[config.mk]
export PLATFORM = sky130hd
export DESIGN_NAME = mbox_ctrl
export DESIGN_NICKNAME = d
export VERILOG_FILES = /design/src/rtl/mbox_pkg.sv /design/src/rtl/mbox_flags.sv /design/src/rtl/mbox_side.sv /design/src/rtl/mbox_ctrl.sv
export SDC_FILE = /design/constraint.sdc
export NUM_CORES = 1
export LEC_CHECK = 0
export ABC_AREA = 1
export CAP_MARGIN = 40
export CELL_PAD_IN_SITES_DETAIL_PLACEMENT = 0
export CELL_PAD_IN_SITES_GLOBAL_PLACEMENT = 2
export CORE_MARGIN = 2
export CORE_UTILIZATION = 28
export CTS_CLUSTER_SIZE = 16
export DETAILED_ROUTE_END_ITERATION = 10
export DONT_BUFFER_PORTS = 1
export PLACE_DENSITY_LB_ADDON = 0.08
export SYNTH_ARGS = -nofsm -noshare
export SYNTH_HDL_FRONTEND = slang
export SYNTH_HIERARCHICAL = 1
export SYNTH_SLANG_ARGS = --single-unit
export TNS_END_PERCENT = 30
[constraint.sdc]
create_clock -name clk -period 1 [get_ports clk]
set_input_delay 0 -clock clk [delete_from_list [all_inputs] [get_ports clk]]
set_output_delay 0 -clock clk [all_outputs]
set_load 0.01 [all_outputs]
[src/rtl/mbox_pkg.sv]
package mbox_pkg;
  localparam int OFF_CTRL   = 'h00;
  localparam int OFF_MASK   = 'h04;
  localparam int OFF_SETCLR = 'h08;
  localparam int OFF_STATUS = 'h0C;
  localparam int HI_BASE    = 16;
  localparam int MAX_CH     = 16;

  // channels a side may receive from: peer posted and not masked
  function automatic logic [MAX_CH-1:0] pend_rx(logic [MAX_CH-1:0] peer_flags,
                                                logic [MAX_CH-1:0] occ_mask);
    return peer_flags & ~occ_mask;
  endfunction

  // channels a side may post on: own flag free and not masked
  function automatic logic [MAX_CH-1:0] pend_tx(logic [MAX_CH-1:0] own_flags,
                                                logic [MAX_CH-1:0] free_mask);
    return ~own_flags & ~free_mask;
  endfunction

  // next flag value: owner's set beats the peer's clear
  function automatic logic [MAX_CH-1:0] flag_next(logic [MAX_CH-1:0] cur,
                                                  logic [MAX_CH-1:0] set_b,
                                                  logic [MAX_CH-1:0] clr_b);
    return (cur & ~clr_b) | set_b;
  endfunction
endpackage

[src/rtl/mbox_flags.sv]
module mbox_flags #(
  parameter int NCH = 6
) (
  input  logic           clk,
  input  logic           rst_n,
  input  logic [NCH-1:0] set0,
  input  logic [NCH-1:0] clr0,
  input  logic [NCH-1:0] set1,
  input  logic [NCH-1:0] clr1,
  output logic [NCH-1:0] flag0,
  output logic [NCH-1:0] flag1
);
  localparam int MW = mbox_pkg::MAX_CH;

  logic [NCH-1:0] nxt0, nxt1;
  assign nxt0 = NCH'(mbox_pkg::flag_next(MW'(flag0), MW'(set0), MW'(clr0)));
  assign nxt1 = NCH'(mbox_pkg::flag_next(MW'(flag1), MW'(set1), MW'(clr1)));

  for (genvar i = 0; i < NCH; i++) begin : g_ch
    always_ff @(posedge clk) begin
      if (!rst_n) begin
        flag0[i] <= 1'b0;
        flag1[i] <= 1'b0;
      end else begin
        flag0[i] <= nxt0[i];
        flag1[i] <= nxt1[i];
      end
    end
  end

  AST_SET_WINS_0: assert property (@(posedge clk) disable iff (!rst_n)
    (|set0) |=> ((flag0 & $past(set0)) == $past(set0)));
  AST_SET_WINS_1: assert property (@(posedge clk) disable iff (!rst_n)
    (|set1) |=> ((flag1 & $past(set1)) == $past(set1)));
  AST_CLR_TAKES_0: assert property (@(posedge clk) disable iff (!rst_n)
    (|(clr0 & ~set0)) |=> ((flag0 & $past(clr0 & ~set0)) == '0));
  AST_IDLE_HOLDS: assert property (@(posedge clk) disable iff (!rst_n)
    (set0 == '0 && clr0 == '0 && set1 == '0 && clr1 == '0)
      |=> ($stable(flag0) && $stable(flag1)));
endmodule

[src/rtl/mbox_side.sv]
module mbox_side #(
  parameter int NCH = 6,
  parameter int AW  = 5,
  parameter int DW  = 32
) (
  input  logic           clk,
  input  logic           rst_n,
  input  logic           sel,
  input  logic           wr,
  input  logic [AW-1:0]  addr,
  input  logic [DW-1:0]  wdata,
  output logic [DW-1:0]  rdata,
  input  logic [NCH-1:0] own_flags,
  input  logic [NCH-1:0] peer_flags,
  output logic [NCH-1:0] set_own,
  output logic [NCH-1:0] clr_peer,
  output logic           irq_rx,
  output logic           irq_tx
);
  localparam int HI = mbox_pkg::HI_BASE;
  localparam int MW = mbox_pkg::MAX_CH;
  localparam logic [AW-1:0] A_CTRL = AW'(mbox_pkg::OFF_CTRL);
  localparam logic [AW-1:0] A_MASK = AW'(mbox_pkg::OFF_MASK);
  localparam logic [AW-1:0] A_SC   = AW'(mbox_pkg::OFF_SETCLR);
  localparam logic [AW-1:0] A_STAT = AW'(mbox_pkg::OFF_STATUS);

  logic           rx_en, tx_en;
  logic [NCH-1:0] occ_m, free_m;
  logic [NCH-1:0] rx_pend, tx_pend;
  logic           wr_ctrl, wr_mask, wr_sc, rd_sc;

  assign wr_ctrl = sel && wr && (addr == A_CTRL);
  assign wr_mask = sel && wr && (addr == A_MASK);
  assign wr_sc   = sel && wr && (addr == A_SC);
  assign rd_sc   = sel && !wr && (addr == A_SC);

  always_ff @(posedge clk) begin
    if (!rst_n) begin
      rx_en  <= 1'b0;
      tx_en  <= 1'b0;
      occ_m  <= '1;
      free_m <= '1;
    end else begin
      if (wr_ctrl) begin
        rx_en <= wdata[0];
        tx_en <= wdata[1];
      end
      if (wr_mask) begin
        occ_m  <= wdata[NCH-1:0];
        free_m <= wdata[HI +: NCH];
      end
    end
  end

  assign set_own  = wr_sc ? wdata[HI +: NCH] : '0;
  assign clr_peer = wr_sc ? wdata[NCH-1:0]   : '0;

  always_comb begin
    rdata = '0;
    if (sel && !wr) begin
      unique case (addr)
        A_CTRL: rdata[1:0] = {tx_en, rx_en};
        A_MASK: begin
          rdata[NCH-1:0]   = occ_m;
          rdata[HI +: NCH] = free_m;
        end
        A_STAT:  rdata[NCH-1:0] = own_flags;
        default: rdata = '0;
      endcase
    end
  end

  assign rx_pend = NCH'(mbox_pkg::pend_rx(MW'(peer_flags), MW'(occ_m)));
  assign tx_pend = NCH'(mbox_pkg::pend_tx(MW'(own_flags), MW'(free_m)));
  assign irq_rx  = rx_en && (|rx_pend);
  assign irq_tx  = tx_en && (|tx_pend);

  logic unused_ok;
  assign unused_ok = ^wdata;

  AST_RX_NEEDS_SOURCE: assert property (@(posedge clk) disable iff (!rst_n)
    irq_rx |-> ((peer_flags & ~occ_m) != '0));
  AST_TX_NEEDS_SOURCE: assert property (@(posedge clk) disable iff (!rst_n)
    irq_tx |-> ((~own_flags & ~free_m) != '0));
  AST_SC_READS_ZERO: assert property (@(posedge clk) disable iff (!rst_n)
    rd_sc |-> (rdata == '0));
  AST_CTRL_WRITE_LANDS: assert property (@(posedge clk) disable iff (!rst_n)
    wr_ctrl |=> (rx_en == $past(wdata[0]) && tx_en == $past(wdata[1])));
endmodule

[src/rtl/mbox_ctrl.sv]
module mbox_ctrl #(
  parameter int NCH = 6,
  parameter int AW  = 5,
  parameter int DW  = 32
) (
  input  logic          clk,
  input  logic          rst_n,
  input  logic          p0_sel,
  input  logic          p0_wr,
  input  logic [AW-1:0] p0_addr,
  input  logic [DW-1:0] p0_wdata,
  output logic [DW-1:0] p0_rdata,
  output logic          p0_irq_rx,
  output logic          p0_irq_tx,
  input  logic          p1_sel,
  input  logic          p1_wr,
  input  logic [AW-1:0] p1_addr,
  input  logic [DW-1:0] p1_wdata,
  output logic [DW-1:0] p1_rdata,
  output logic          p1_irq_rx,
  output logic          p1_irq_tx
);
  logic [NCH-1:0] flag0, flag1;
  logic [NCH-1:0] set0, set1, clr_of0, clr_of1;

  mbox_side #(.NCH(NCH), .AW(AW), .DW(DW)) u_side0 (
    .clk(clk), .rst_n(rst_n), .sel(p0_sel), .wr(p0_wr), .addr(p0_addr),
    .wdata(p0_wdata), .rdata(p0_rdata), .own_flags(flag0), .peer_flags(flag1),
    .set_own(set0), .clr_peer(clr_of1), .irq_rx(p0_irq_rx), .irq_tx(p0_irq_tx));

  mbox_side #(.NCH(NCH), .AW(AW), .DW(DW)) u_side1 (
    .clk(clk), .rst_n(rst_n), .sel(p1_sel), .wr(p1_wr), .addr(p1_addr),
    .wdata(p1_wdata), .rdata(p1_rdata), .own_flags(flag1), .peer_flags(flag0),
    .set_own(set1), .clr_peer(clr_of0), .irq_rx(p1_irq_rx), .irq_tx(p1_irq_tx));

  mbox_flags #(.NCH(NCH)) u_flags (
    .clk(clk), .rst_n(rst_n), .set0(set0), .clr0(clr_of0),
    .set1(set1), .clr1(clr_of1), .flag0(flag0), .flag1(flag1));

  AST_RESET_QUIET: assert property (@(posedge clk)
    !rst_n |=> (!p0_irq_rx && !p0_irq_tx && !p1_irq_rx && !p1_irq_tx));
endmodule

# [After elaboration in Yosys (flattened, before gate mapping)]
# Cells that the tools add are included.
[op_classes] n_bitwise=16 n_reduce_logical=22 n_eq_ne=6 n_mux=12
[ops] cell="$not 6->6" n=8
[ops] cell="$mux 22" n=2
[ops] cell="$and 6x6->6" n=6
[ops] cell="$mux 6" n=6
[ops] cell="$reduce_or 6->1" n=4
[ops] cell="$eq 5x4->1 const B" n=4
[ops] cell="$pmux 4 s2" n=2
[ops] cell="$logic_and 1x1->1" n=14
[ops] cell="$or 6x6->6" n=2
[ops] cell="$pmux 2 s3" n=2
[ops] cell="$eq 5x3->1 const B" n=2
[ops] cell="$logic_not 5->1" n=2
[ops] cell="$logic_not 1->1" n=2
[word_totals] input_bits=80 regBits=40 output_inout_bits=68 wordCells=76

# [Longest topological paths before layout]
[logic_depth] word_depth=6 ltp_mapped=8 mapped_depth_nobuf=7

# [Cells and area by module]
# The synthesis kept the hierarchy.
[modules_own_cells] mod="mbox_side" cells_per_inst=191 instances=2 seq_area_each_um2=280.3 area_per_inst_um2=1159.9
[modules_own_cells] mod="mbox_flags" cells_per_inst=62 instances=1 seq_area_each_um2=240.2 area_per_inst_um2=488.0

# [Worst setup path after synthesis]
# OpenSTA, ideal clock, no wires.
[synth_path] kind="in2reg" from="input port p1_addr[1]" to="register u_flags.flag0[0]" required_time_ps=885 n_path_buf=1 arrival_ps=798 setup_time_ps=115 setup_slack_ps=87 stages=7 path_cell_list="nor2_4 -> nand4_1 -> clkbuf_1 -> nor2_1 -> inv_1 -> nand2_1 -> a21oi_2"
[synth_via] elab_chain_cells=6
[synth_rtl] element="start, declared" line_no="mbox_ctrl.sv:17" text="input logic [AW-1:0] p1_addr,"
[synth_rtl] element="$eq 5x4->1" line_no="mbox_side.sv:34" text="assign wr_sc = sel && wr && (addr == A_SC);"
[synth_rtl] element="$logic_and 1x1->1" line_no="mbox_side.sv:34"
[synth_rtl] element="$mux 6" line_no="mbox_side.sv:56" text="assign clr_peer = wr_sc ? wdata[NCH-1:0] : '0;"
[synth_rtl] element="via clr_of0[0]" line_no="mbox_ctrl.sv:24" text="logic [NCH-1:0] set0, set1, clr_of0, clr_of1;"
[synth_rtl] element="$not 6->6" line_no="mbox_pkg.sv:25" text="return (cur & ~clr_b) | set_b;"
[synth_rtl] element="$and 6x6->6" line_no="mbox_pkg.sv:25"
[synth_rtl] element="$or 6x6->6" line_no="mbox_pkg.sv:25"
[synth_rtl] element="end signal, assigned by index" line_no="mbox_flags.sv:25" text="flag0[i] <= nxt0[i];"
[synth_rtl] element="end, declared" line_no="mbox_flags.sv:10" text="output logic [NCH-1:0] flag0,"
# The timed path passes the listed nets, and every way through them passes these cells.
# A chain may end at the register's enable or synchronous reset.

# [Worst setup path after layout]
[layout_path] from="register u_flags.flag0[2]" to="output port p1_irq_rx"
[layout_via] elab_chain_cells=3
[layout_rtl] element="$and 6x6->6" line_no="mbox_pkg.sv:12" text="return peer_flags & ~occ_mask;"
[layout_rtl] element="$reduce_or 6->1" line_no="mbox_side.sv:75" text="assign irq_rx = rx_en && (|rx_pend);"
[layout_rtl] element="$logic_and 1x1->1" line_no="mbox_side.sv:75"
[layout_rtl] element="end, declared" line_no="mbox_ctrl.sv:20" text="output logic p1_irq_rx,"
# No other way between the ends.

==> flow_summary.json <==
{
  "cts_tree": "yes",
  "violations": "setup timing",
  "fillerInstances": 1133,
  "cp-start-kind": "flop",
  "crit_required_ns": 1.00,
  "drive_gt1_share_pct": 23.5,
  "vdd_drop_max_mv": 0.526,
  "avgSynthCellArea_um2": 6.32,
  "synthCells": 444,
  "layout.nets": 585,
  "max_freq_mhz": 849,
  "setup_ws_ns": -0.178,
  "fp.dieW_um": 104,
  "crit_type": "flop to output port",
  "die-area_um2": 10800,
  "ys_warn_count": 6,
  "grt_antenna_before_repair": 0,
  "critPathMaxFanout": 2,
  "r2r_start": "u_flags/flag0[3]$_SDFF_PN0_",
  "cts.path.max_buffers": 2,
  "fp.dieH_um": 104,
  "hpwl_um": 6300,
  "yosysSeqAreaShare_pct": 28.5,
  "layout_commonest_cell": "inv_1",
  "holdPathStages": 5,
  "grt_pass1_wl_um": 13100,
  "num_io_pins": 148,
  "coreArea_um2": 9770,
  "drtIter0Drc": 86,
  "total_leakage_power_nw": 1.70,
  "viasPerCell": 4.37,
  "whs_endpoint": "u_flags/flag1[1]$_SDFF_PN0_",
  "timing.rr.end": "u_flags/flag0[3]$_SDFF_PN0_",
  "dp_slack_ns": 0.0340,
  "cts.sinks": 40,
  "cp.arrival_ns": 1.18,
  "fin_skew_ns": 0,
  "power.density_nw_per_um2": 951,
  "reg2reg_depth": 4,
  "finish.utilization_pct": 36.7,
  "root_buffer": "clkbuf_8",
  "place_area_um2": 3020,
  "cap_violations": 0,
  "start_util_pct": 28.7,
  "end_kind": "output port",
  "cts.clk_slew.worst_paths_ns": 0.08,
  "wl_per_cell_um": 12.4,
  "min_period_ns": 1.18,
  "ant_nets": 0,
  "cts_buffers": 5,
  "synth_top_area_share_pct": 28.5,
  "holdWs_ns": 0.0141,
  "fin_crit_sh_pct": 118,
  "placementRows": 36,
  "final-hold-violation-count": 0,
  "gp_congestion": 0.754,
  "io_buffers": 0,
  "first_global_vias": 2694,
  "synth_cell_types": 20,
  "final_cell_mix": "77 x inv_1, 70 x nand2_1, 58 x nand3_1",
  "grt_remaining_overflow": 0,
  "status": "finished, violations left",
  "setup_viol": 16,
  "h-tree-depth": 2,
  "dr_total_vias": 2791,
  "finalWirelength_um": 7950,
  "first_pass_iters": 4,
  "yosysTopAreaCell": "dfxtp_1",
  "synth_seq_cells": 40,
  "crit_path_start": "u_flags/flag0[2]$_SDFF_PN0_",
  "clock_latency_ns": 0.29,
  "synth_area_leaders": "dfxtp_1 29%, inv_1 11%, buf_4 11%",
  "antenna_cells": 0,
  "rsz0062_at_grt": "true",
  "netlist_area_um2": 2810,
  "hp-class": "input port to flop",
  "syn_to_final_growth_pct": 27.9,
  "grt_max_degree": 30,
  "track_usage_pct": 15.1,
  "hold_start": "p0_wdata[1]",
  "drc": 0,
  "stdcell_area_um2": 3590,
  "maxSlewViolCount": 0,
  "r2r_slack_ns": 0.19
}
==> cells in the mapped netlist (all sizes together) <==
cell type,number
inv,89
nand2,74
nor2,74
nand3,58
buf,49
dfxtp,40
a21oi,22
nand4,18
o21ai,6
clkbuf,4
nor3,4
o22ai,4
conb,2
==> cells by family (layout without fill, tap and decap cells) <==
| group | count (synthesis) | after routing | synth area share, % |
|---|---|---|---|
| AO/OA/AOI/OAI | 32 | 32 | 7.22 |
| buffers and inverters | 142 | 166 | 25.8 |
| flip-flops | 40 | 40 | 28.5 |
| other | 2 | 40 | 0.267 |
| AND/OR/NAND/NOR | 228 | 228 | 38.1 |
==> layout make-up <==
type	instances	area [um2]	area share (%)
clock inverters	2	35.0	0.976
repair buffers	69	643	17.9
multi-input cells	300	1520	42.3
flip-flops and latches	40	821	22.9
well taps	133	166	4.64
clock buffers	6	72.6	2.02
inverters	89	334	9.31
==> what timing repair did <==
action                                 in CTS  in global routing
pin swaps                                  22                  7
setup buffers                               1                  1
hold buffers                               28                  0
setup endpoints to repair                  16                 19
endpoints found under the hold margin      40                  0
resized for setup                          37                 25
==> through the flow <==
| stage | power, mW | setup TNS (ns) | instances |
|---|---|---|---|
| 2_1_floorplan | 2.03 | 0 | 482 |
| 3_3_place_gp | 1.97 | 0 | 601 |
| 3_5_place_dp | 1.97 | 0 | 601 |
| 4_1_cts | 3.47 | -1.97 | 638 |
| 5_1_grt | 3.59 | -2.81 | 639 |
| 6_report | 3.41 | -1.49 | 639 |
==> metal layers <==
| layer | vias to the layer above | wire, um | global-route usage (%) |
|---|---|---|---|
| met5 | - | 0 | 0 |
| met3 | 2 | 264 | 3.13 |
| met2 | 62 | 4010 | 25.8 |
| met4 | 0 | 54 | 3.19 |
| li1 | 1411 | - | - |
| met1 | 1316 | 3620 | 19.5 |
==> registers in the layout (all words and copies together), names as in the netlist <==
signal	flops
u_side0/occ_m	6
u_side1/free_m	6
u_side1/occ_m	6
u_side1/rx_en	1
u_side1/tx_en	1
u_side0/rx_en	1
u_side0/free_m	6
u_flags/flag1	6
u_side0/tx_en	1
u_flags/flag0	6
==> critical path, cell delays in order (launching register included) <==
cell     delay, ns
dfxtp_2       0.35
inv_2         0.04
o22ai_4       0.17
nor2_2        0.07
a21oi_2       0.13
buf_4         0.13
==> worst max-delay path by stage <==
stage,end,slack [ns],depth (start not counted)
5_1_grt,p0_irq_rx,-0.28,5
3_3_place_gp,p0_irq_rx,0.03,5
2_1_floorplan,u_flags/flag0[0]$_SDFF_PN0_,0.09,7
3_5_place_dp,p1_irq_rx,0.03,5
4_1_cts,p0_irq_rx,-0.21,5
6_report,p1_irq_rx,-0.18,5
==> where the power goes <==
| group | internal [mW] | switching [mW] |
|---|---|---|
| clock | 0.742 | 0.597 |
| sequential | 1.60 | 0.00961 |
| combinational | 0.169 | 0.295 |
Note: power is estimated with default switching activity, not from simulation.
